### config.mk
export PLATFORM = sky130hd
export DESIGN_NAME = mlp_core
export DESIGN_NICKNAME = d
export VERILOG_FILES = /design/src/rtl/mlp_pkg.sv /design/src/rtl/mlp_act.sv /design/src/rtl/mlp_neuron.sv /design/src/rtl/mlp_ctrl.sv /design/src/rtl/mlp_core.sv
export SDC_FILE = /design/constraint.sdc
export NUM_CORES = 1
export LEC_CHECK = 0
export BUFFER_PORTS_ARGS = -buffer_cell sky130_fd_sc_hd__buf_4
export CORE_ASPECT_RATIO = 0.5
export CORE_MARGIN = 2
export CORE_UTILIZATION = 40
export CTS_BUF_LIST = sky130_fd_sc_hd__clkbuf_16
export DETAILED_ROUTE_END_ITERATION = 12
export SYNTH_ARGS = -nofsm -noshare
export SYNTH_HDL_FRONTEND = slang
export SYNTH_SLANG_ARGS = --single-unit
### constraint.sdc
create_clock -name clk -period 7.25 [get_ports clk]
set_input_delay 0 -clock clk [delete_from_list [all_inputs] [get_ports clk]]
set_output_delay 0 -clock clk [all_outputs]
set_load 0.02 [all_outputs]
### src/rtl/mlp_pkg.sv
package mlp_pkg;

    localparam int IN_W     = 3;
    localparam int WT_W     = 7;
    localparam int FRAC     = 4;
    localparam int N_IN     = 2;
    localparam int N_HID    = 2;
    localparam int SUM_GROW = $clog2(N_IN + 2);
    localparam int H_W      = IN_W + 1 + WT_W + SUM_GROW;
    localparam int O_NET_W  = H_W + WT_W + SUM_GROW;
    localparam int Y_W      = O_NET_W - FRAC;

    typedef logic signed [WT_W-1:0] wt_t;
    typedef wt_t [N_IN:0] wvec_t;

    typedef enum logic [2:0] {
        ACT_STEP   = 3'd0,
        ACT_SIGN   = 3'd1,
        ACT_CLIP01 = 3'd2,
        ACT_CLIPPM = 3'd3,
        ACT_RAMP   = 3'd4
    } act_e;

    typedef enum logic [1:0] {
        ST_IDLE = 2'd0,
        ST_CALC = 2'd1,
        ST_HOLD = 2'd2
    } ctrl_state_e;

    localparam wt_t BIAS_ALL = 7'b0010000;

    // index 0 scales a constant unit input, index k scales input k-1
    localparam wvec_t W_HID0 = {7'b0010000, 7'b0010000, 7'b1101000};
    localparam wvec_t W_HID1 = {7'b0010000, 7'b0010000, 7'b1111000};
    localparam wvec_t W_OUT  = {7'b0010000, 7'b1100000, 7'b1111000};

    function automatic wvec_t hid_wts(int j);
        return (j == 0) ? W_HID0 : W_HID1;
    endfunction

    function automatic act_e decode_act(logic [2:0] code);
        case (code)
            3'd1:    return ACT_SIGN;
            3'd2:    return ACT_CLIP01;
            3'd3:    return ACT_CLIPPM;
            3'd4:    return ACT_RAMP;
            default: return ACT_STEP;
        endcase
    endfunction

endpackage

### src/rtl/mlp_act.sv
module mlp_act #(
    parameter int W = 13
) (
    input  mlp_pkg::act_e       sel,
    input  logic signed [W-1:0] net,
    output logic signed [W-1:0] y
);
    import mlp_pkg::*;

    localparam logic signed [W-1:0] ONE     = W'(1 << FRAC);
    localparam logic signed [W-1:0] NEG_ONE = -ONE;

    logic neg;
    assign neg = net[W-1];

    always_comb begin
        case (sel)
            ACT_SIGN:   y = neg ? NEG_ONE : ONE;
            ACT_CLIP01: y = neg ? '0 : ((net > ONE) ? ONE : net);
            ACT_CLIPPM: y = (net < NEG_ONE) ? NEG_ONE :
                            ((net > ONE) ? ONE : net);
            ACT_RAMP:   y = neg ? '0 : net;
            default:    y = neg ? '0 : ONE;
        endcase
    end

    always_comb begin
        if (sel == ACT_SIGN) begin

            sign_levels_chk: assert (y == ONE || y == NEG_ONE);
        end
        if (sel == ACT_CLIP01) begin

            clip01_range_chk: assert (y >= 0 && y <= ONE);
        end
        if (sel == ACT_CLIPPM) begin

            clippm_range_chk: assert (y >= NEG_ONE && y <= ONE);
        end
        if (sel == ACT_RAMP) begin

            ramp_nonneg_chk: assert (y >= 0);
        end
    end

endmodule

### src/rtl/mlp_neuron.sv
module mlp_neuron #(
    parameter int X_W    = 4,
    parameter int X_FRAC = 0,
    parameter int NET_W  = 13,
    parameter int O_W    = 13,
    parameter mlp_pkg::wt_t   BIAS = '0,
    parameter mlp_pkg::wvec_t WTS  = '0
) (
    input  mlp_pkg::act_e                        sel,
    input  logic [mlp_pkg::N_IN-1:0][X_W-1:0]    x,
    output logic signed [O_W-1:0]                y
);
    import mlp_pkg::*;

    localparam int N_T = N_IN + 1;
    localparam logic signed [NET_W-1:0] BIAS_S = NET_W'(BIAS) <<< X_FRAC;

    logic signed [NET_W-1:0] term [N_T];
    logic signed [NET_W-1:0] net_full;
    logic signed [O_W-1:0]   net;

    for (genvar i = 0; i < N_T; i++) begin : g_term
        logic signed [X_W-1:0] xi;
        if (i == 0) begin : g_unit
            assign xi = X_W'(1 << X_FRAC);
        end else begin : g_in
            assign xi = $signed(x[i-1]);
        end
        assign term[i] = NET_W'($signed(WTS[i])) * NET_W'(xi);
    end

    always_comb begin
        net_full = BIAS_S;
        for (int i = 0; i < N_T; i++) begin
            net_full = net_full + term[i];
        end
    end

    assign net = O_W'(net_full >>> X_FRAC);

    mlp_act #(.W(O_W)) u_act (
        .sel (sel),
        .net (net),
        .y   (y)
    );

endmodule

### src/rtl/mlp_ctrl.sv
module mlp_ctrl (
    input  logic clk,
    input  logic rst,
    input  logic in_valid,
    input  logic out_ready,
    output logic in_ready,
    output logic out_valid,
    output logic take_in,
    output logic load_out
);
    import mlp_pkg::*;

    ctrl_state_e state_q, state_d;

    assign in_ready  = (state_q == ST_IDLE);
    assign out_valid = (state_q == ST_HOLD);
    assign take_in   = in_ready && in_valid;
    assign load_out  = (state_q == ST_CALC);

    always_comb begin
        state_d = state_q;
        case (state_q)
            ST_IDLE: if (in_valid)  state_d = ST_CALC;
            ST_CALC:                state_d = ST_HOLD;
            ST_HOLD: if (out_ready) state_d = ST_IDLE;
            default:                state_d = ST_IDLE;
        endcase
    end

    always_ff @(posedge clk) begin
        if (rst) state_q <= ST_IDLE;
        else     state_q <= state_d;
    end


    busy_blocks_input_chk: assert property (@(posedge clk) disable iff (rst)
        (out_valid || load_out) |-> !in_ready);


    two_cycle_latency_chk: assert property (@(posedge clk) disable iff (rst)
        take_in |=> (!out_valid ##1 out_valid));


    hold_valid_chk: assert property (@(posedge clk) disable iff (rst)
        (out_valid && !out_ready) |=> out_valid);


    consume_frees_chk: assert property (@(posedge clk) disable iff (rst)
        (out_valid && out_ready) |=> (in_ready && !out_valid));


    reset_state_chk: assert property (@(posedge clk)
        rst |=> (in_ready && !out_valid));

endmodule

### src/rtl/mlp_core.sv
module mlp_core (
    input  logic                              clk,
    input  logic                              rst,
    input  logic                              in_valid,
    output logic                              in_ready,
    input  logic [2:0]                        in_a,
    input  logic [2:0]                        in_b,
    input  logic [2:0]                        act_sel,
    output logic                              out_valid,
    input  logic                              out_ready,
    output logic signed [mlp_pkg::Y_W-1:0]    y
);
    import mlp_pkg::*;

    logic take_in, load_out;
    act_e act_now, mode_q;

    logic [N_IN-1:0][IN_W:0]    x_in;
    logic [N_HID-1:0][H_W-1:0]  hid_d, hid_q;
    logic signed [Y_W-1:0]      y_d, y_q;

    mlp_ctrl u_ctrl (
        .clk       (clk),
        .rst       (rst),
        .in_valid  (in_valid),
        .out_ready (out_ready),
        .in_ready  (in_ready),
        .out_valid (out_valid),
        .take_in   (take_in),
        .load_out  (load_out)
    );

    assign act_now = decode_act(act_sel);
    assign x_in[0] = {1'b0, in_a};
    assign x_in[1] = {1'b0, in_b};

    for (genvar j = 0; j < N_HID; j++) begin : g_hid
        mlp_neuron #(
            .X_W    (IN_W + 1),
            .X_FRAC (0),
            .NET_W  (H_W),
            .O_W    (H_W),
            .BIAS   (BIAS_ALL),
            .WTS    (hid_wts(j))
        ) u_hid (
            .sel (act_now),
            .x   (x_in),
            .y   (hid_d[j])
        );
    end

    mlp_neuron #(
        .X_W    (H_W),
        .X_FRAC (FRAC),
        .NET_W  (O_NET_W),
        .O_W    (Y_W),
        .BIAS   (BIAS_ALL),
        .WTS    (W_OUT)
    ) u_out (
        .sel (mode_q),
        .x   (hid_q),
        .y   (y_d)
    );

    always_ff @(posedge clk) begin
        if (rst) begin
            hid_q  <= '0;
            mode_q <= ACT_STEP;
            y_q    <= '0;
        end else begin
            if (take_in) begin
                hid_q  <= hid_d;
                mode_q <= act_now;
            end
            if (load_out) begin
                y_q <= y_d;
            end
        end
    end

    assign y = y_q;


    y_hold_chk: assert property (@(posedge clk) disable iff (rst)
        (out_valid && !out_ready) |=> $stable(y));


    busy_sample_chk: assert property (@(posedge clk) disable iff (rst)
        !in_ready |=> ($stable(hid_q) && $stable(mode_q)));

endmodule

## After elaboration in Yosys (flattened, before gate mapping)

Cells that the tools add are included.

- Word-level logic and storage cells: 65
- Bits in registers: 49
- Memories kept: 0
- Memory bits (writable): 0
- Latch bits: 0
- ROM bits: 0
- Output and inout port bits: 20

- Equal/unequal tests: 16
- Divide/modulo/power cells: 0
- Mux-type cells: 28
- Shifts and indexed selects: 0
- Magnitude comparators: 6
- Add/sub/neg operators: 7
- Reduce and logical (&&, ||, !) cells: 3
- $mul: 0
- Bitwise logic cells: 0

Operators by type and width:

| kind | count |
|---|---|
| $pmux 13 s4 | 2 |
| $mux 13 | 6 |
| $mux 12 | 6 |
| $pmux 18 s4 | 1 |
| $mux 18 | 3 |
| $mux 17 | 3 |
| $gt 13x6->1 const B | 2 |
| $lt 13x5->1 const B | 2 |
| $add 22x17->22 | 1 |
| $add 9x22->22 const A | 1 |
| $eq 3x2->1 const B | 6 |
| $gt 18x6->1 const B | 1 |
| $lt 18x5->1 const B | 1 |
| $neg 13->17 | 1 |
| $mux 5 | 3 |
| $pmux 3 s4 | 1 |
| $add 9x8->10 | 1 |
| $add 4x8->9 const A | 1 |
| $add 8x7->9 | 1 |
| $eq 3x1->1 const B | 3 |
| $eq 3x3->1 const B | 3 |
| $add 4x7->8 const A | 1 |
| $pmux 2 s3 | 1 |
| $mux 2 | 2 |
| 7 further kinds | 7 |

## Logic depth before layout (Yosys ltp)

Gate-level depths: netlist of run 1.

- Word-level depth: 7
- Depth in mapped cells: 18
- Mapped depth without buffers: 18

## Hierarchy

Synthesis of run 1 repeated with hierarchy kept, for this count alone.

- Cells, all modules: 515
- Area, all modules: 4,408.0 sq um

Modules (own cells, without submodules):

| module | cells each | times used | area each (sq um) |
|---|---|---|---|
| mlp_core | 159 | 1 | 1,754.2 |
| mlp_neuron (u_out) | 165 | 1 | 1,273.7 |
| mlp_act (g_hid[0].u_hid.u_act ...) | 35 | 2 | 260.2 |
| mlp_act (u_out.u_act) | 63 | 1 | 392.9 |
| mlp_neuron (g_hid[0].u_hid) | 31 | 1 | 219.0 |
| mlp_neuron (g_hid[1].u_hid) | 17 | 1 | 140.1 |
| mlp_ctrl | 10 | 1 | 107.6 |

## Worst setup path after synthesis of run 1

Ideal clock, no wire load.

- Kind: register to register
- Start: reg hid_q[3] (netlist bit)
- End: reg y_q[4] (netlist: y[4])
- Data required time: 7,128 ps
- Cell stages (with the launch flop): 12
- Period minus slack after synthesis: 3,379 ps
- Slack: 3,871 ps
- Path buffers: 0
- Setup time: 122 ps
- Data arrival time: 3,257 ps
- Cells stage by stage: dfxtp_1 inv_1 ha_1 ha_1 fa_1 and3_1 o21a_1 or2_1 or4b_2 o31ai_1 a2111oi_0 a221o_1

- Word-level cells in the longest chain between the ends: 7
- Elaborated cells on any way between the ends: 12

Ends and longest elaborated chain:

| item | RTL line | source |
|---|---|---|
| from (decl) | mlp_core.sv:19 | `logic [N_HID-1:0][H_W-1:0] hid_d, hid_q;` |
| from (signal assigned) | mlp_core.sv:72 | `hid_q <= hid_d;` |
| $neg 13->17 (not written as such) * | mlp_neuron.sv:29 | `assign term[i] = NET_W'($signed(WTS[i])) * NET_W'(xi);` |
| $add 9x22->22 * | mlp_neuron.sv:35 | `net_full = net_full + term[i];` |
| $add 22x17->22 * | mlp_neuron.sv:35 |  |
| $gt 18x6->1 | mlp_act.sv:19, mlp_act.sv:21 |  |
| $mux 18 or $mux 17 (tied branches) | mlp_act.sv:21, mlp_act.sv:19 |  |
| $mux 18 or $mux 17 (tied branches) | mlp_act.sv:20, mlp_act.sv:19 |  |
| $pmux 18 s4 * | mlp_act.sv:17 | `case (sel)` |
| to (signal assigned) | mlp_core.sv:76 | `y_q <= y_d;` |
| to (decl) | mlp_core.sv:20 | `logic signed [Y_W-1:0] y_d, y_q;` |

Every way passes the cells marked *; elsewhere a longest branch is shown, timed or not.
A chain may end at the register's enable or synchronous reset.

## Worst setup path in the final report of run 1

- Start: reg hid_q[3] (netlist bit)
- End: reg y_q[10] (netlist: y[10])

Same word-level chain as after synthesis.

==> results_dict.tcl, run 1 <==
set metrics [dict create \
    status "completed" \
    diodes 0 \
    clock_path_buffers 2 \
    rsz0062_at_grt "false" \
    synth.largest_area_cell "dfxtp_1" \
    cts_root_buf "clkbuf_16" \
    wl_per_cell_um 13.32 \
    max_freq_ghz 0.2746 \
    drc 0 \
    relSlewSlack_pct 50.75 \
    antenna_found_initial 0 \
    slowest_delay_ns 0.67 \
    globalplace.congestion 0.7980 \
    start_kind "register" \
    synth_flop_cell "dfxtp_1" \
    synth.distinct_cells 56 \
    grt_pass1_vias 1927 \
    dp_cells 377 \
    clock_latency_ns 0.28 \
    antenna_left 0 \
    crit_type "reg2reg" \
    synth_top_family_by_area "compound AO/OA/AOI/OAI gates" \
    instances_no_fill 386 \
    yosysSeqAreaShare_pct 28.10 \
    path_cells "inv_1 -> ha_1 -> ha_1 -> fa_1 -> and3_1 -> o21a_1 -> or2_1 -> or4b_2 -> nor3_2 -> a211o_1 -> o311ai_1" \
    path_buf_inv 1 \
    holdPathStages 2 \
    reg2reg_depth 11 \
    cts_tree "built" \
    wirelength_um 5141 \
    drive_gt1_share_pct 15.02 \
    yosys-top-cells-count "nor2_1 (38), dfxtp_1 (32), nand2_1 (30)" \
    syn_to_final_growth_pct 18.66 \
    grt_first_pass_wirelength_um 8997 \
    multi_input_area_um2 1506 \
    placed_cell_area_um2 2531 \
    regArea_um2 640.6 \
    holdCritStartpoint "rst" \
    fin_skew_ns 0.004412 \
    reg2reg_slack_ns 3.61 \
    synth.most_common_cell "nor2_1" \
    htree_levels 2 \
    maxSlewViolCount 0 \
    synthSimpleGateAreaFrac_pct 22.89 \
    syn_area_um2 2280 \
    grt-ovfl-total 0 \
    powerDensity_nw_per_um2 202.3 \
    start_util_pct 41.51 \
    dr.pass1.iters 4 \
    synth_edf_count 0 \
    vias 2016 \
    fin_nets 350 \
    max-cap-violations 0 \
    fin_util_pct 49.26 \
    cts.sinks 32 \
    n_fill_cell 545 \
    synth_compound_area_share_pct 22.94 \
    async_flop_share_pct 0 \
    synth_area_leaders "dfxtp_1 (28%), ha_1 (12%), nor2_1 (6.3%)" \
    worst_hold_path.endpoint "u_ctrl.state_q[0]" \
    placement.io_buffers 29 \
    die_area_um2 6356 \
    worst-slew-pin-transition_ns 0.7372 \
    setup_tns_ns 0 \
    cp_top_family "simple AND/OR/NAND/NOR gates" \
    syn_inst 287 \
    stdcell_area_um2 2705 \
    ios 33 \
    period_needed_ns 3.642 \
    r2r-start "hid_q[3]" \
    power_leakage_nw 1.173 \
    synthMuxAreaShare_pct 0 \
    cpMostUsedCell "ha_1" \
    finalCritPeriodShare_pct 50.24 \
    die_y_um 57.38 \
    grt_max_degree 25 \
    cts_resized 0 \
    hpwl_um 4151 \
    core_um2 5492 \
    ys_seq_elements 32 \
    cts_buffers 5 \
    die_w_um 110.8 \
    drtIter0Drc 127 \
    hp-class "in2reg" \
    crit_slowest_cell "or4b_2" \
    cp_data_arrival_time_ns 3.78 \
    setup-violations-final 0 \
    irDropWorstVdd_uv 122.7 \
    end_kind "register" \
    synth_top_area_share_pct 28.10 \
    yosysWarnings 0 \
    timing.rr.end "y[10]" \
    grt_usage_pct 17.44 \
    fp-row-count 19 \
    worstPathRequired_ns 7.39 \
    clk_pin_slew_ns 0.05 \
    yosys.area_share.adder_pct 14.71 \
    hold_viol 0 \
    synth.avg_cell_area_um2 7.943 \
    critPathMaxFanout 10 \
    synth_xor_area_share_pct 5.049 \
    drt-vias-per-instance 5.223 \
]
==> cell type report <==
class                           instances  area share (%)
Multi-Input combinational cell        223           55.69
Sequential cell                        32           23.68
Timing Repair Buffer                   30           8.418
Clock buffer                            5           4.625
Tap cell                               73           3.377
Inverter                               20           2.775
Clock inverter                          3           1.434
==> through the flow <==
| step | hold WS (ns) | power, mW | worst slack [ns] |
|---|---|---|---|
| global placement | 0.2689 | 0.3163 | 3.700 |
| global route | 0.07972 | 0.5768 | 3.405 |
| floorplan | 0.1818 | 0.2877 | 3.871 |
| finish | 0.07062 | 0.5474 | 3.608 |
| detailed placement | 0.2823 | 0.3182 | 3.621 |
| CTS | 0.06668 | 0.5507 | 3.617 |
==> per-layer routing <==
layer | GRT usage (%) | share of wire, %
met1 | 23.47 | 52
met2 | 28.22 | 43
met3 | 4.463 | 4.5
met4 | 5.000 | 1.1
met5 | 0 | 0
==> state kept, by name (all words and copies together) (netlist names) <==
signal and count:
y 15, hid_q 12, mode_q 3, u_ctrl.state_q 2
==> timing repair <==
| item | in CTS | in global routing |
|---|---|---|
| buffers inserted | 0 | 0 |
| endpoints found under the hold margin | 1 | 0 |
| hold buffers | 1 | 0 |
==> worst max path at each step <==
stage          cells after the start  endpoint  slack, ns     start
2_1_floorplan                     11      y[4]       3.87  hid_q[3]
3_3_place_gp                      11      y[7]       3.70  hid_q[3]
3_5_place_dp                      11     y[10]       3.62  hid_q[3]
4_1_cts                           11     y[10]       3.62  hid_q[3]
5_1_grt                           11      y[9]       3.41  hid_q[3]
6_report                          11     y[10]       3.61  hid_q[3]
==> cells in the final DEF (no fill, tap or decap), types with 5 or more instances in the layout <==
master,synthesis,layout
nand3_1,7,7
nor3_1,7,7
a21oi_1,21,21
dfxtp_1,32,32
nand2_1,30,30
o211ai_1,6,6
xnor2_1,8,8
o21ai_0,7,7
inv_1,20,21
clkbuf_16,0,5
ha_1,22,22
buf_4,3,29
a211oi_1,7,7
nor2_1,38,38
==> power by group <==
part / internal, mW / switching, mW / leakage (nW)
Clock: 0.160 / 0.0727 / 0.0850
Sequential: 0.182 / 0.00499 / 0.259
Combinational: 0.0528 / 0.0755 / 0.829
==> logic make-up after synthesis <==
| kind of cell | count (synthesis) |
|---|---|
| AND/OR/NAND/NOR | 110 |
| AO/OA/AOI/OAI | 74 |
| buffers and inverters | 34 |
| flip-flops | 32 |
| adder cells (fa/ha/maj) | 25 |
| XOR/XNOR | 11 |
| other | 1 |
Note: power is estimated with default switching activity, not from simulation.
==> run 2: changes to the inputs <==
==> constraint.sdc (replaced) <==
create_clock -name clk -period 3.4 [get_ports clk]
set_input_delay 0 -clock clk [delete_from_list [all_inputs] [get_ports clk]]
set_output_delay 0 -clock clk [all_outputs]
set_load 0.02 [all_outputs]
==> results_dict.tcl, run 2 (synthesized netlist as in run 1, its figures left out) <==
set metrics [dict create \
    whs_ns 0.06958 \
    antenna_left 0 \
    power_leakage_nw 1.244 \
    vias 2130 \
    htree_levels 2 \
    cpMostUsedCell "ha_1" \
    grt-ovfl-total 0 \
    status "completed" \
    placement.io_buffers 29 \
    dr.pass1.iters 4 \
    critPathMaxFanout 4 \
    crit_type "reg2reg" \
    grt_first_pass_wirelength_um 8963 \
    core_um2 5492 \
    relSlewSlack_pct 48.91 \
    fin_skew_ns 0.004516 \
    syn_to_final_growth_pct 24.70 \
    drt-vias-per-instance 5.338 \
    cts.sinks 32 \
    wl_per_cell_um 13.56 \
    postCtsSetupBuffers 0 \
    die_w_um 110.8 \
    die_y_um 57.38 \
    switching_share_pct 27.94 \
    globalplace.congestion 0.8018 \
    hpwl_um 4212 \
    dp_slack_ns -0.1165 \
    combPwrFrac_pct 25.5 \
    die_area_um2 6356 \
    cts_root_buf "clkbuf_16" \
    worst-slew-pin-transition_ns 0.7648 \
    grt_pass1_vias 1984 \
    grt_usage_pct 17.41 \
    drtIter0Drc 132 \
    grt_max_degree 25 \
    hp-class "in2reg" \
    start_util_pct 41.51 \
    ios 33 \
    mostFrequentLayoutCells "buf_4 (42), nor2_1 (38), dfxtp_1 (32)" \
    switchingPower_uw 334.3 \
    fin_ws_ns 0.1546 \
    clk_pin_slew_ns 0.05 \
    max-cap-violations 0 \
    largest_reg_flops 15 \
    maxSlewViolCount 0 \
    drive_gt1_share_pct 19.94 \
    path_cells "buf_4 -> nor3_2 -> xnor2_1 -> ha_1 -> ha_1 -> a21o_1 -> o21a_1 -> or2_1 -> or4b_4 -> o31ai_2 -> a2111oi_0 -> a221o_1" \
    wirelength_um 5410 \
    layout_commonest_cell "buf_4" \
    p_seq_share_pct 33.2 \
    crit_slowest_cell "or4b_4" \
    clock_path_buffers 2 \
    end_kind "register" \
    clock_latency_ns 0.27 \
    antenna_found_initial 0 \
    max_freq_ghz 0.3081 \
    hold_viol 0 \
    drc 0 \
    start_kind "register" \
    top_register "y" \
    diodes 0 \
    p_clk_share_pct 41.3 \
    period_needed_ns 3.245 \
    p_int_uw 862.2 \
    irDropWorstVdd_uv 229.2 \
    n_fill_cell 551 \
    cp_data_arrival_time_ns 3.41 \
    fin_nets 363 \
    fp-row-count 19 \
    finalCritPeriodShare_pct 95.45 \
    setup-violations-final 0 \
    worstPathRequired_ns 3.56 \
    cts_buffers 5 \
    reg_top3 "y: 15 flops, hid_q: 12 flops, mode_q: 3 flops" \
    slowest_delay_ns 0.53 \
    powerDensity_nw_per_um2 420.9 \
    cts_tree "built" \
]
[run 2: power by group through the flow]
| stage | sequential, mW | combinational [mW] | clock [mW] |
|---|---|---|---|
| 2_1_floorplan | 0.405 | 0.208 | 0 |
| 3_5_place_dp | 0.404 | 0.295 | 0 |
| 4_1_cts | 0.396 | 0.303 | 0.505 |
| 3_3_place_gp | 0.404 | 0.294 | 0 |
| 5_1_grt | 0.397 | 0.340 | 0.522 |
| 6_report | 0.397 | 0.306 | 0.494 |
[run 2: final timing paths]
path | startpoint | end | slack [ns] | cells after the start
worst max-delay path | hid_q[3] | y[4] | 0.15 | 12
worst min-delay path | rst | hid_q[5] | 0.07 | 2
worst max register to register | hid_q[3] | y[4] | 0.15 | 12
worst min register to register | y[13] | y[13] | 0.45 | 2
[run 2: cell type report]
cell class	instances	area (µm²)	share of cell area (%)
multi-input combinational	223	1546	54.40
sequential	32	640.6	22.54
timing repair buffer	43	325.3	11.44
clock buffer	5	125.1	4.401
tap	73	91.34	3.213
inverter	20	75.07	2.641
clock inverter	3	38.79	1.364
[run 2: timing repair]
item | CTS | global route
hold buffers | 1 | 0
endpoints found under the setup margin | 11 | 6
hold endpoints to repair | 1 | 0
resized for setup | 5 | 2
[run 2: critical path, delay by kind of cell (launching register included)]
kind	cells	cell delay [ns]
AND/OR/NAND/NOR	3	0.97
flip-flops	1	0.31
AO/OA/AOI/OAI	5	0.97
buffers and inverters	1	0.15
XOR/XNOR	1	0.15
adder cells (fa/ha/maj)	2	0.59
[run 2: per-layer routing]
layer / vias to the layer above / global-route usage (%) / routed length, µm / part of all wire [%]
met1: 985 / 22.71 / 2704 / 50
met3: 5 / 3.719 / 263 / 4.9
li1: 1088 / - / - / -
met4: 0 / 4.286 / 42 / 0.78
met5: - / 0 / 0 / 0
met2: 52 / 30.06 / 2399 / 44
[run 2: stage by stage]
stage	TNS [ns]	cells	utilization [%]	instance area [µm²]	power (mW)
after detailed placement	-1.099	390	47.87	2629	0.6989
after global routing	-0.004090	399	51.77	2843	1.260
final	0	399	51.77	2843	1.197
after global placement	-0.4694	390	47.87	2629	0.6972
after floorplan	0	289	-	2287	0.6134
after CTS	0	399	51.54	2830	1.205
==> run 3: changes to the inputs <==
--- a/config.mk
+++ b/config.mk
@@ -8,9 +8,11 @@
 export BUFFER_PORTS_ARGS = -buffer_cell sky130_fd_sc_hd__buf_4
 export CORE_ASPECT_RATIO = 0.5
 export CORE_MARGIN = 2
-export CORE_UTILIZATION = 40
+export CORE_UTILIZATION = 34
 export CTS_BUF_LIST = sky130_fd_sc_hd__clkbuf_16
 export DETAILED_ROUTE_END_ITERATION = 12
+export PLACE_DENSITY_LB_ADDON = 0.08
+export SETUP_SLACK_MARGIN = 0.5
 export SYNTH_ARGS = -nofsm -noshare
 export SYNTH_HDL_FRONTEND = slang
 export SYNTH_SLANG_ARGS = --single-unit
==> results_dict.tcl, run 3 (synthesized netlist as in run 1, its figures left out) <==
set metrics [dict create \
    power_leakage_nw 1.246 \
    max_freq_ghz 0.3287 \
    setup_tns_ns 0 \
    syn_to_final_growth_pct 32.33 \
    diodes 0 \
    hold_viol 0 \
    grt-ovfl-total 0 \
    rsz0062_at_grt "true" \
    antenna_left 0 \
    relSlewSlack_pct 48.76 \
    start_kind "register" \
    drt-vias-per-instance 4.990 \
    cts_root_buf "clkbuf_16" \
    critPathMaxFanout 5 \
    vias 2076 \
    top_register "y" \
    irDropWorstVdd_uv 166.4 \
    instances_no_fill 416 \
    setup-violations-final 0 \
    die_y_um 61.90 \
    ios 33 \
    dp_cells 399 \
    placement.io_buffers 29 \
    period_needed_ns 3.043 \
    reg_top3 "y: 15 flops, hid_q: 12 flops, mode_q: 3 flops" \
    whs_ns 0.09082 \
    die_w_um 119.8 \
    clock_path_buffers 2 \
    crit_type "reg2reg" \
    hpwl_um 4287 \
    grt_usage_pct 16.18 \
    cts_tree "built" \
    holdPathStages 2 \
    htree_levels 2 \
    worstPathRequired_ns 3.56 \
    fp-row-count 21 \
    reg2reg_depth 11 \
    fin_skew_ns 0.005421 \
    max-cap-violations 0 \
    fin_nets 361 \
    finalCritPeriodShare_pct 89.49 \
    maxSlewViolCount 0 \
    drtIter0Drc 67 \
    cp_data_arrival_time_ns 3.21 \
    cts_buffers 5 \
    globalplace.congestion 0.7695 \
    n_fill_cell 668 \
    wl_per_cell_um 13.87 \
    antenna_found_initial 0 \
    grt_max_degree 26 \
    grt_first_pass_wirelength_um 9232 \
    status "completed" \
    worst-slew-pin-transition_ns 0.7671 \
    dr.pass1.iters 4 \
    cts.sinks 32 \
    clk_pin_slew_ns 0.06 \
    powerDensity_nw_per_um2 411.4 \
    start_util_pct 34.57 \
    grt_pass1_vias 1882 \
    drive_gt1_share_pct 26.85 \
    clock_latency_ns 0.28 \
    drc 0 \
    mostFrequentLayoutCells "buf_4 (38), nor2_1 (37), nand2_1 (29), dfxtp_1 (29), a21oi_1 (21)" \
    end_kind "register" \
    largest_reg_flops 15 \
    core_um2 6595 \
    die_area_um2 7416 \
    hp-class "in2reg" \
    wirelength_um 5770 \
    layout_commonest_cell "buf_4" \
]
run 3: through the flow:
stage | worst slack (ns) | util (%) | cell area (µm²) | total power [mW]
floorplan | 0.4440 | - | 2361 | 0.6268
global placement | 0.2687 | 40.16 | 2649 | 0.6993
detailed placement | 0.2531 | 40.16 | 2649 | 0.7010
CTS | 0.3707 | 44.66 | 2945 | 1.232
global route | 0.2391 | 45.74 | 3017 | 1.313
finish | 0.3573 | 45.74 | 3017 | 1.241
run 3: where the power goes:
group          internal [mW]  switching (mW)
Sequential             0.387          0.0136
Combinational          0.150           0.186
Clock                  0.344           0.161
Total                  0.880           0.361
run 3: final cells by class:
class	count	area [µm²]	share of cell area (%)
Multi-Input combinational cell	225	1717	56.91
Sequential cell	32	646.9	21.44
Timing Repair Buffer	39	295.3	9.788
Clock buffer	5	125.1	4.148
Tap cell	92	115.1	3.816
Inverter	20	75.07	2.489
Clock inverter	3	42.54	1.410
run 3: timing repair:
item,in CTS,in global routing
hold endpoints to repair,1,0
buffers inserted,3,3
hold buffers,1,0
gates resized for setup,13,13
pin swaps,13,4
cloned,2,0
endpoints found under the setup margin,12,16
run 3: final timing paths:
kind | slack (ns) | start | to
max | 0.36 | hid_q[3] | y[4]
max reg2reg | 0.36 | hid_q[3] | y[4]
min reg2reg | 0.45 | y[15] | y[15]
min | 0.09 | rst | hid_q[8]
run 3: worst max-delay path, stage by stage (launching register included):
cell and delay [ns]:
dfxtp_4 0.38, inv_2 0.05, ha_4 0.27, ha_4 0.21, fa_2 0.34, and3_4 0.19
o21a_1 0.17, or2_1 0.22, or4b_4 0.52, o31ai_2 0.20, a2111oi_1 0.11, a221o_1 0.27
run 3: routing by layer:
metal / GRT usage, % / share of wire, % / vias up
met5: 0 / 0 / -
met4: 3.025 / 0.78 / 0
met3: 3.376 / 3.4 / 8
met2: 29.55 / 45 / 38
met1: 20.61 / 51 / 946
li1: - / - / 1084
